$ cat src/rtl/ipi_pkg.sv
package ipi_pkg;
   localparam int MAX_CORES  = 16384;
   localparam int IDX_BITS   = 14;
   localparam int DATA_BITS  = 16;
   localparam int CLR_BIT    = 31;
   localparam int SEND_BIT   = 30;
   localparam int PEND_BIT   = 30;
   localparam int IDX_LSB    = 16;

   typedef struct packed {
      logic                 vld;
      logic [IDX_BITS-1:0]  dst;
      logic [IDX_BITS-1:0]  src;
      logic [DATA_BITS-1:0] data;
   } send_req_t;

   function automatic logic [31:0] mbox_word(input logic pend,
                                             input logic [IDX_BITS-1:0] src,
                                             input logic [DATA_BITS-1:0] data);
      return {1'b0, pend, src, data};
   endfunction
endpackage

$ cat src/rtl/ipi_port_decode.sv
module ipi_port_decode
   import ipi_pkg::*;
#(
   parameter int NUM_CORES = 4,
   parameter int CW        = 2,
   parameter int ADDR_W    = 5
) (
   input  logic              valid_i,
   input  logic              write_i,
   input  logic [ADDR_W-1:0] addr_i,
   input  logic [31:0]       wdata_i,
   output send_req_t         send_o,
   output logic              clr_vld_o,
   output logic [CW-1:0]     clr_core_o,
   output logic              rd_vld_o,
   output logic [CW-1:0]     rd_core_o
);
   logic [CW-1:0] idx;
   logic          hit;
   logic          is_mbox;
   logic          cmd_wr;
   logic [IDX_BITS-1:0] dst;

   assign idx     = addr_i[ADDR_W-1:3];
   assign is_mbox = addr_i[2];
   assign hit     = valid_i && (addr_i[1:0] == 2'b00) && (int'(idx) < NUM_CORES);
   assign cmd_wr  = hit && write_i && !is_mbox;
   assign dst     = wdata_i[IDX_LSB +: IDX_BITS];

   always_comb begin
      send_o.vld  = cmd_wr && wdata_i[SEND_BIT] && (int'(dst) < NUM_CORES);
      send_o.dst  = dst;
      send_o.src  = IDX_BITS'(idx);
      send_o.data = wdata_i[DATA_BITS-1:0];
   end

   assign clr_vld_o  = cmd_wr && wdata_i[CLR_BIT];
   assign clr_core_o = idx;
   assign rd_vld_o   = hit && !write_i && is_mbox;
   assign rd_core_o  = idx;
endmodule

$ cat src/rtl/ipi_dest_arb.sv
module ipi_dest_arb
   import ipi_pkg::*;
#(
   parameter int NUM_CORES = 4,
   parameter int NUM_PORTS = 1
) (
   input  send_req_t            req_i   [NUM_PORTS],
   output logic [NUM_CORES-1:0] win_vld_o,
   output logic [IDX_BITS-1:0]  win_src_o  [NUM_CORES],
   output logic [DATA_BITS-1:0] win_data_o [NUM_CORES],
   output logic [NUM_CORES*NUM_PORTS-1:0] grant_o
);
   generate
      if (NUM_PORTS == 1) begin : g_single
         for (genvar d = 0; d < NUM_CORES; d++) begin : g_dst
            assign grant_o[d]    = req_i[0].vld && (int'(req_i[0].dst) == d);
            assign win_vld_o[d]  = grant_o[d];
            assign win_src_o[d]  = req_i[0].src;
            assign win_data_o[d] = req_i[0].data;
         end
      end else begin : g_multi
         for (genvar d = 0; d < NUM_CORES; d++) begin : g_dst
            always_comb begin
               logic                found;
               logic [IDX_BITS-1:0] best;
               int                  sel;
               found = 1'b0;
               best  = '0;
               sel   = 0;
               for (int p = 0; p < NUM_PORTS; p++) begin
                  if (req_i[p].vld && (int'(req_i[p].dst) == d) &&
                      (!found || (req_i[p].src < best))) begin
                     found = 1'b1;
                     best  = req_i[p].src;
                     sel   = p;
                  end
               end
               win_vld_o[d]  = found;
               win_src_o[d]  = best;
               win_data_o[d] = req_i[sel].data;
               for (int p = 0; p < NUM_PORTS; p++) begin
                  grant_o[d*NUM_PORTS + p] = found && (sel == p);
               end
            end
         end
      end
   endgenerate
endmodule

$ cat src/rtl/ipi_core_slot.sv
module ipi_core_slot
   import ipi_pkg::*;
(
   input  logic                 clk_i,
   input  logic                 rst_i,
   input  logic                 deliver_i,
   input  logic [IDX_BITS-1:0]  src_i,
   input  logic [DATA_BITS-1:0] data_i,
   input  logic                 clr_i,
   output logic                 pend_o,
   output logic [31:0]          word_o
);
   logic                 pend_q;
   logic [IDX_BITS-1:0]  src_q;
   logic [DATA_BITS-1:0] data_q;

   always_ff @(posedge clk_i) begin
      if (rst_i) begin
         pend_q <= 1'b0;
         src_q  <= '0;
         data_q <= '0;
      end else if (deliver_i) begin
         pend_q <= 1'b1;
         src_q  <= src_i;
         data_q <= data_i;
      end else if (clr_i) begin
         pend_q <= 1'b0;
      end
   end

   assign pend_o = pend_q;
   assign word_o = mbox_word(pend_q, src_q, data_q);
endmodule

$ cat src/rtl/ipi_mailbox.sv
module ipi_mailbox
   import ipi_pkg::*;
#(
   parameter int NUM_CORES = 4,
   parameter int NUM_PORTS = 1,
   parameter int CW        = (NUM_CORES > 1) ? $clog2(NUM_CORES) : 1,
   parameter int ADDR_W    = CW + 3
) (
   input  logic                        clk_i,
   input  logic                        rst_i,
   input  logic [NUM_PORTS-1:0]        bus_valid_i,
   input  logic [NUM_PORTS-1:0]        bus_write_i,
   input  logic [NUM_PORTS*ADDR_W-1:0] bus_addr_i,
   input  logic [NUM_PORTS*32-1:0]     bus_wdata_i,
   output logic [NUM_PORTS*32-1:0]     bus_rdata_o,
   output logic [NUM_CORES-1:0]        irq_o
);
   generate
      if (NUM_CORES < 1 || NUM_CORES > MAX_CORES) begin : g_bad_cores
         $error("ipi_mailbox: NUM_CORES out of range");
      end
      if (NUM_PORTS < 1) begin : g_bad_ports
         $error("ipi_mailbox: NUM_PORTS must be at least 1");
      end
      if (ADDR_W != CW + 3) begin : g_bad_addr
         $error("ipi_mailbox: ADDR_W must equal CW + 3");
      end
   endgenerate

   send_req_t              send     [NUM_PORTS];
   logic [NUM_PORTS-1:0]   clr_vld;
   logic [CW-1:0]          clr_core [NUM_PORTS];
   logic [NUM_PORTS-1:0]   rd_vld;
   logic [CW-1:0]          rd_core  [NUM_PORTS];

   logic [NUM_CORES-1:0]   win_vld;
   logic [IDX_BITS-1:0]    win_src  [NUM_CORES];
   logic [DATA_BITS-1:0]   win_data [NUM_CORES];
   logic [NUM_CORES*NUM_PORTS-1:0] grant;
   logic [NUM_CORES-1:0]   ack_vec;
   logic [NUM_CORES-1:0]   pend;
   logic [31:0]            mbox     [NUM_CORES];

   for (genvar p = 0; p < NUM_PORTS; p++) begin : g_port
      ipi_port_decode #(
         .NUM_CORES (NUM_CORES),
         .CW        (CW),
         .ADDR_W    (ADDR_W)
      ) u_dec (
         .valid_i    (bus_valid_i[p]),
         .write_i    (bus_write_i[p]),
         .addr_i     (bus_addr_i[p*ADDR_W +: ADDR_W]),
         .wdata_i    (bus_wdata_i[p*32 +: 32]),
         .send_o     (send[p]),
         .clr_vld_o  (clr_vld[p]),
         .clr_core_o (clr_core[p]),
         .rd_vld_o   (rd_vld[p]),
         .rd_core_o  (rd_core[p])
      );

      assign bus_rdata_o[p*32 +: 32] = rd_vld[p] ? mbox[rd_core[p]] : 32'h0;
   end

   ipi_dest_arb #(
      .NUM_CORES (NUM_CORES),
      .NUM_PORTS (NUM_PORTS)
   ) u_arb (
      .req_i      (send),
      .win_vld_o  (win_vld),
      .win_src_o  (win_src),
      .win_data_o (win_data),
      .grant_o    (grant)
   );

   always_comb begin
      ack_vec = '0;
      for (int p = 0; p < NUM_PORTS; p++) begin
         if (clr_vld[p]) ack_vec[clr_core[p]] = 1'b1;
      end
   end

   for (genvar c = 0; c < NUM_CORES; c++) begin : g_slot
      ipi_core_slot u_slot (
         .clk_i     (clk_i),
         .rst_i     (rst_i),
         .deliver_i (win_vld[c]),
         .src_i     (win_src[c]),
         .data_i    (win_data[c]),
         .clr_i     (ack_vec[c]),
         .pend_o    (pend[c]),
         .word_o    (mbox[c])
      );
   end

   assign irq_o = pend;
endmodule

$ cat config.mk
export PLATFORM = sky130hd
export DESIGN_NAME = ipi_mailbox
export DESIGN_NICKNAME = d
export VERILOG_FILES = /design/src/rtl/ipi_pkg.sv /design/src/rtl/ipi_port_decode.sv /design/src/rtl/ipi_dest_arb.sv /design/src/rtl/ipi_core_slot.sv /design/src/rtl/ipi_mailbox.sv
export SDC_FILE = /design/constraint.sdc
export NUM_CORES = 1
export LEC_CHECK = 0
export ABC_AREA = 1
export ABC_CLOCK_PERIOD_IN_PS = 2009
export BUFFER_PORTS_ARGS = -buffer_cell sky130_fd_sc_hd__buf_4
export CORE_ASPECT_RATIO = 1.4
export CORE_UTILIZATION = 40
export CTS_CLUSTER_DIAMETER = 100
export DETAILED_ROUTE_END_ITERATION = 7
export PLACE_DENSITY = 0.63
export SYNTH_ARGS = -nofsm -noshare
export SYNTH_HDL_FRONTEND = slang
export SYNTH_HIERARCHICAL = 1
export SYNTH_SLANG_ARGS = --single-unit
$ cat constraint.sdc
create_clock -name clk_i -period 2.01 [get_ports clk_i]
set_clock_uncertainty 0.2 [all_clocks]
set_input_delay 0.3015 -clock clk_i [delete_from_list [all_inputs] [get_ports clk_i]]
set_output_delay 0.3015 -clock clk_i [all_outputs]
set_load 0.005 [all_outputs]
==> impl_results.rst, run 1 <==
.. list-table::
   :header-rows: 1

   * - Metric
     - Value
   * - Worst Path Required
     - 1510 ps
   * - Buffers inserted by post-CTS timing repair
     - 0
   * - Final setup violating endpoints
     - 0
   * - Netlist Area Pre-Place
     - 0.00774 mm²
   * - Clock power frac
     - 0.514
   * - Run status
     - completed
   * - Switching power as a share of total power
     - 0.225
   * - Beginning of the worst hold path
     - bus_addr_i[4]
   * - Leading cell types in the layout, fill and taps excluded
     - sky130_fd_sc_hd__nor2_1, sky130_fd_sc_hd__inv_1, sky130_fd_sc_hd__nand2_1
   * - Clock insertion delay at the later pin of the skew report
     - 420 ps
   * - Detail-routed net length per standard cell
     - 13.4 µm
   * - Largest buffer count on any clock path
     - 2
   * - Most common library cell in the layout ignoring fill and taps
     - sky130_fd_sc_hd__nor2_1
   * - Leakage dissipation
     - 3.65 nW
   * - Warnings, synthesis
     - 6
   * - Dpl hpwl
     - 11600 µm
   * - Library cell contributing the largest single delay on the critical path
     - sky130_fd_sc_hd__a21oi_1
   * - Number of standard cells after synthesis
     - 1155
   * - Pre-CTS worst setup slack
     - -10.3 ps
   * - Endpoint of the most critical register-to-register path
     - g_slot[1].u_slot/data_q[9]$_SDFFE_PP0P_
   * - Sequential cell area fraction in the yosys report
     - 0.321
   * - Kind of capture point of the worst setup path
     - output port
   * - Die area
     - 0.0199 mm²
   * - Part of the total power dissipated in combinational logic
     - 0.073
   * - Number of global-route vias before repair
     - 5813
   * - CP peak stage delay
     - 250 ps
   * - P_sw
     - 1.34 mW
   * - Startpoint of the most critical register-to-register path
     - g_slot[1].u_slot/data_q[9]$_SDFFE_PP0P_
   * - Drt first pass iters
     - 4
   * - Category of the worst setup path launch point
     - input port
   * - CTS tree
     - yes
   * - Fraction of layout instances using a drive strength above 1
     - 0.196
   * - Remaining design rule violation count
     - 0
   * - Count of different cell masters after synthesis
     - 23
   * - Placement row count
     - 59
   * - Die Y
     - 167 µm
   * - Worst vdd ir
     - 555 µV
   * - Final cycle utilization of the critical path
     - 0.931
   * - Count of pins on the block boundary
     - 77
   * - Post-detailed-route count of antenna-violating nets
     - 0
   * - Unrepaired setup endpoints after global routing
     - no
   * - Global placement routability congestion
     - 0.767
   * - Initial antenna violation count
     - 0
   * - TritonCTS Sinks
     - 124
   * - Power density over the cells
     - 736 mW/mm²
   * - Die extent in x
     - 120 µm
   * - Wirelength, routed
     - 17800 µm
   * - Final net count
     - 1114
   * - Maximum fanout along the worst path
     - 32
   * - Area after DPL
     - 0.00733 mm²
   * - Number of synthesized register bits
     - 124
   * - Final hold viol count
     - 0
   * - Arrival @ worst endpoint
     - 1370 ps
   * - Share of the core filled with cells
     - 0.432
   * - Cells traversed along the worst timing path
     - buf_4 -> nor2_1 -> nand3_1 -> nor2_1 -> inv_1 -> buf_12 -> a21oi_1 -> buf_4
   * - Clk Tree Root Cell
     - sky130_fd_sc_hd__clkbuf_16
   * - Diode count
     - 0
   * - Critical Path Start
     - bus_addr_i[1]
   * - Clock transition at the registers of the reported paths
     - 50 ps
   * - IO Port Bufs
     - 76
   * - Flop2flop setup slack
     - 1160 ps
   * - Via count
     - 6022
   * - Count of cells along the worst register-to-register path
     - 2
   * - Area of the placeable core
     - 0.0188 mm²
   * - Total of max-cap violations
     - 0
   * - Average via count per standard cell
     - 4.53
   * - Combined area of the multi-input logic cells
     - 0.00297 mm²
   * - Endpoint with the worst hold slack
     - g_slot[3].u_slot/src_q[1]$_SDFFE_PP0P_
   * - Sequential cell area
     - 0.00248 mm²
   * - Sequential share of power
     - 0.413
   * - Gr ovfl total
     - 0
   * - Total clock buffers created by CTS
     - 17
   * - Fmax
     - 0.534 GHz
   * - Total Negative Setup Slacks
     - 0 ps
   * - First-pass GRT wire length
     - 29500 µm
   * - Tightest Hold Check Type
     - input port to flip-flop
   * - Post-synthesis average cell area
     - 6.70 µm²
   * - Critical path class
     - input port to output port
   * - Maximum number of pins on one net before global-route repair
     - 35
   * - Min setup slack post-route
     - 138 ps
   * - Final count of pins violating max slew
     - 0
   * - Number of inserted filler cells in the final layout
     - 1982
   * - Synth-to-Final Area Change
     - 4.62%
   * - Count of routing violations after the opening detailed-route iteration
     - 344
   * - Starting Density
     - 0.413
   * - Final instance area
     - 0.00810 mm²
   * - Total global-route track usage
     - 0.189
   * - CTS H-Tree Depth
     - 4
   * - Internal Pwr Total
     - 4.62 mW
   * - Minimum period implied by the final worst setup slack
     - 1870 ps
   * - Depth of the worst hold-timing path
     - 3
-- area by class of cell --
| type | count | share of cell area |
|---|---|---|
| timing repair buffer | 127 | 0.145 |
| clock buffer | 26 | 0.0629 |
| inverter | 152 | 0.0709 |
| multi-input combinational | 651 | 0.367 |
| clock inverter | 6 | 0.0102 |
| tap | 244 | 0.0377 |
| sequential | 124 | 0.307 |
-- cells by family (layout without fill, tap and decap cells) --
group,count (synthesis),count (layout),share of synthesized area
flops,124,124,0.321
compound gates,156,156,0.111
other cells,5,16,0.00243
simple gates,479,479,0.264
buf+inv,391,311,0.302
-- worst max-delay path by stage --
stage / to / cells past startpoint
floorplan: g_slot[0].u_slot/data_q[0]$_SDFFE_PP0P_ / 10
global placement: g_slot[2].u_slot/src_q[8]$_SDFFE_PP0P_ / 11
detailed placement: g_slot[2].u_slot/src_q[7]$_SDFFE_PP0P_ / 11
CTS: bus_rdata_o[29] / 9
global route: bus_rdata_o[23] / 8
finish: bus_rdata_o[25] / 8
-- Yosys cell counts, drive strengths merged --
cell	instances	area (µm²)
clkbuf	25	154
a21oi	36	255
dfxtp	124	2480
nor3	4	20.0
or2	1	6.26
o21ai	120	601
conb	5	18.8
inv	149	559
nand3	65	425
clkinv	3	15.0
buf	214	1610
nand4	1	6.26
nor2	263	990
nand2	145	594
-- worst max-delay path, delay by kind of cell --
| kind | cells | cell delay [ps] |
|---|---|---|
| and+or+nand+nor | 3 | 280 |
| AOI/OAI and AO/OA | 1 | 250 |
| buffers and inverters | 4 | 540 |
-- routing by layer --
metal  global-route usage  vias to the layer above  routed length [µm]
met3               0.0363                       26                 642
met2                0.329                      119                8950
met4               0.0723                        0                 341
li1                     -                     3146                   -
met1                0.228                     2731                7850
met5                    0                        -                   0
-- state kept, by name (all words and copies together) (netlist names) --
register,flops
g_slot.u_slot/src_q,56
g_slot.u_slot/pend_o,4
g_slot.u_slot/data_q,64
-- through the flow --
| stage | std cells | total power, mW | hold slack, ps |
|---|---|---|---|
| after global routing | 1330 | 6.18 | 50.4 |
| after floorplan | 1166 | 3.01 | 171 |
| after detailed placement | 1281 | 2.92 | 281 |
| after global placement | 1281 | 2.92 | 273 |
| final | 1330 | 5.96 | 50.8 |
| after CTS | 1330 | 6.01 | 34.5 |
-- timing repair --
action | 4_1_cts | 5_1_grt
endpoints found under the hold margin | 68 | 0
resized for setup | 0 | 1
endpoints found under the setup margin | 0 | 1
hold buffers | 17 | 0
-- power groups by stage --
| stage | logic [mW] | registers [mW] | clock network (mW) |
|---|---|---|---|
| 2_1_floorplan | 0.498 | 2.51 | 0 |
| 3_3_place_gp | 0.408 | 2.51 | 0 |
| 5_1_grt | 0.485 | 2.46 | 3.24 |
| 3_5_place_dp | 0.409 | 2.51 | 0 |
| 4_1_cts | 0.438 | 2.46 | 3.11 |
| 6_report | 0.436 | 2.46 | 3.06 |
No activity file was read; power rests on OpenSTA's default activity.
==> inputs of run 2 (changes only) <==
- CORE_UTILIZATION: 40 -> 30
- PLACE_DENSITY: 0.63 -> 0.51
==> run 2 against run 1 <==
Worst hold slack better by 160 ps. Global-route usage shrank 3.0 points. Design area up 3.1%. Largest cell class unchanged. Sequential share of layout area is 0.93 points lower. Largest power group unchanged. Critical path depth increased by 1. Maximum frequency up 0.24%. Flip-flop and latch count did not move.
==> impl_results.rst, run 2 (synthesized netlist as in run 1, its figures left out) <==
.. list-table::
   :header-rows: 1

   * - Metric
     - Value
   * - Run status
     - completed
   * - Unrepaired setup endpoints after global routing
     - no
   * - Total global-route track usage
     - 0.159 (-0.0299)
   * - Worst Path Required
     - 1510 ps (about the same)
   * - Endpoint of the most critical register-to-register path
     - g_slot[1].u_slot/data_q[2]$_SDFFE_PP0P_
   * - Most common library cell in the layout ignoring fill and taps
     - sky130_fd_sc_hd__nor2_1
   * - Area of the placeable core
     - 0.0254 mm² (+35%)
   * - Critical Path Start
     - bus_addr_i[1]
   * - Largest register FFs
     - 64 (unchanged)
   * - Clock transition at the registers of the reported paths
     - 50 ps (about the same)
   * - Count of routing violations after the opening detailed-route iteration
     - 324 (-5.8%)
   * - Buffers inserted by post-CTS timing repair
     - 0 (unchanged)
   * - Beginning of the worst hold path
     - bus_addr_i[3]
   * - Final setup violating endpoints
     - 0 (unchanged)
   * - Final hold viol count
     - 0 (unchanged)
   * - Detail-routed net length per standard cell
     - 13.9 µm (+4.2%)
   * - Clock power frac
     - 0.509 (-0.005)
   * - TritonCTS Sinks
     - 124 (unchanged)
   * - Initial antenna violation count
     - 0 (unchanged)
   * - Clock insertion delay at the later pin of the skew report
     - 410 ps (about the same)
   * - Critical path class
     - input port to output port
   * - Area after DPL
     - 0.00757 mm² (+3.3%)
   * - Fraction of layout instances using a drive strength above 1
     - 0.211 (+0.0152)
   * - Part of the total power dissipated in combinational logic
     - 0.077 (+0.004)
   * - Remaining design rule violation count
     - 0 (unchanged)
   * - Power density over the cells
     - 712 mW/mm² (-3.2%)
   * - Average via count per standard cell
     - 4.30 (-5.1%)
   * - CTS tree
     - yes
   * - Final net count
     - 1127 (+1.2%)
   * - Most flop-heavy register
     - g_slot.u_slot/data_q
   * - Clk Tree Root Cell
     - sky130_fd_sc_hd__clkbuf_16
   * - Cell Count Post-Placement
     - 1369 (+6.9%)
   * - Gr ovfl total
     - 0 (unchanged)
   * - Dpl hpwl
     - 13300 µm (+14%)
   * - Final count of pins violating max slew
     - 0 (unchanged)
   * - Overall Power
     - 5.95 mW (-0.19%)
   * - Diode count
     - 0 (unchanged)
   * - Final instance area
     - 0.00835 mm² (+3.1%)
   * - Internal Pwr Total
     - 4.58 mW (-0.73%)
   * - Leading cell types in the layout, fill and taps excluded
     - sky130_fd_sc_hd__nor2_1, sky130_fd_sc_hd__inv_1, sky130_fd_sc_hd__nand2_1
   * - Sequential share of power
     - 0.414 (about the same)
   * - First-pass GRT wire length
     - 31800 µm (+7.6%)
   * - Arrival @ worst endpoint
     - 1370 ps (about the same)
   * - Global placement routability congestion
     - 0.736 (-4.1%)
   * - Via count
     - 6089 (+1.1%)
   * - Min setup slack post-route
     - 143 ps (+4.41 ps)
   * - Total of max-cap violations
     - 0 (unchanged)
   * - Pre-CTS worst setup slack
     - -37.9 ps (-27.6 ps)
   * - Placement row count
     - 69 (+17%)
   * - Count of pins on the block boundary
     - 77 (unchanged)
   * - Drt first pass iters
     - 4 (unchanged)
   * - Leakage dissipation
     - 3.73 nW (+2.3%)
   * - Post-detailed-route count of antenna-violating nets
     - 0 (unchanged)
   * - Endpoint with the worst hold slack
     - g_slot[3].u_slot/src_q[0]$_SDFFE_PP0P_
   * - Minimum period implied by the final worst setup slack
     - 1870 ps (-4.41 ps)
   * - Flop2flop setup slack
     - 1180 ps (+20 ps)
   * - CTS H-Tree Depth
     - 4 (unchanged)
   * - Synth-to-Final Area Change
     - 7.89%
   * - Starting Density
     - 0.305 (-0.108)
   * - Worst vdd ir
     - 623 µV (+12%)
   * - Share of the core filled with cells
     - 0.329 (-0.103)
   * - Maximum number of pins on one net before global-route repair
     - 31 (-11%)
   * - Total clock buffers created by CTS
     - 17 (unchanged)
   * - Die area
     - 0.0265 mm² (+33%)
   * - Total Negative Setup Slacks
     - 0 ps (unchanged)
   * - Wirelength, routed
     - 19700 µm (+11%)
   * - Tightest Hold Check Type
     - input port to flip-flop
   * - Final cycle utilization of the critical path
     - 0.929 (-0.00220)
   * - Die Y
     - 192 µm (+15%)
   * - Switching power as a share of total power
     - 0.229 (+0.00425)
   * - Number of inserted filler cells in the final layout
     - 2824 (+42%)
   * - Post-Route Hold Slack
     - 206 ps (+155 ps)
   * - Maximum fanout along the worst path
     - 10 (-69%)
   * - Depth of the worst hold-timing path
     - 4 (+1)
   * - Category of the worst setup path launch point
     - input port
   * - Startpoint of the most critical register-to-register path
     - g_slot[1].u_slot/data_q[2]$_SDFFE_PP0P_
   * - Fmax
     - 0.536 GHz (+0.24%)
   * - Count of cells along the worst register-to-register path
     - 2 (unchanged)
   * - P_sw
     - 1.36 mW (+1.7%)
   * - Number of global-route vias before repair
     - 5830 (+0.29%)
   * - Die extent in x
     - 138 µm (+15%)
   * - Largest buffer count on any clock path
     - 2 (unchanged)
   * - Kind of capture point of the worst setup path
     - output port
   * - Final Non-Filler Cells
     - 1417 (+6.5%)
   * - IO Port Bufs
     - 76 (unchanged)
[run 2: cell count changes in the layout (fill, tap and decap cells not counted), moves of 2 or more]
cell / change
sky130_fd_sc_hd__nor2_2: +2
sky130_fd_sc_hd__a21oi_2: +2
sky130_fd_sc_hd__a21oi_1: -3
sky130_fd_sc_hd__buf_12: +4
sky130_fd_sc_hd__nor2_1: -2
sky130_fd_sc_hd__buf_4: +9
[run 2: layout make-up]
class                           instances  area [µm²]  share of cell area
Clock inverter                          7        87.6              0.0105
Inverter                              152         574              0.0688
Tap cell                              319         399              0.0478
Clock buffer                           24         492              0.0589
Sequential cell                       124        2480               0.297
Multi-Input combinational cell        651        3000               0.359
Timing Repair Buffer                  140        1320               0.158
[run 2: worst max path at each step]
stage	end	slack [ps]	cells after the start
finish	bus_rdata_o[20]	140	9
global route	bus_rdata_o[26]	30	9
CTS	bus_rdata_o[26]	7	9
detailed placement	bus_rdata_o[28]	-40	9
global placement	bus_rdata_o[22]	-50	9
floorplan	g_slot[0].u_slot/data_q[0]$_SDFFE_PP0P_	370	10
[run 2: timing repair]
item                                   4_1_cts  5_1_grt
gates cloned                                 0        0
endpoints found under the hold margin       68        0
pin swaps                                    0        0
gates resized for setup                      5        3
setup endpoints to repair                    4       28
hold buffers                                17        0
[run 2: critical path: stages]
cell	delay, ps
sky130_fd_sc_hd__buf_4	110
sky130_fd_sc_hd__nor2_2	110
sky130_fd_sc_hd__nand3_1	90
sky130_fd_sc_hd__nor2_2	100
sky130_fd_sc_hd__inv_2	50
sky130_fd_sc_hd__buf_12	150
sky130_fd_sc_hd__buf_12	150
sky130_fd_sc_hd__a21oi_2	150
sky130_fd_sc_hd__buf_4	140
[run 2: routing by layer]
metal,global-route usage,vias up,routed length (µm)
li1,-,3169,-
met1,0.189,2817,8820
met2,0.289,87,10200
met3,0.0298,16,478
met4,0.0410,0,229
met5,0,-,0
[run 2: power by group through the flow]
stage / clock [mW] / sequential (mW) / combinational [mW]
2_1_floorplan: 0 / 2.51 / 0.498
3_3_place_gp: 0 / 2.51 / 0.432
3_5_place_dp: 0 / 2.51 / 0.431
4_1_cts: 3.10 / 2.46 / 0.463
5_1_grt: 3.21 / 2.46 / 0.508
6_report: 3.03 / 2.46 / 0.460
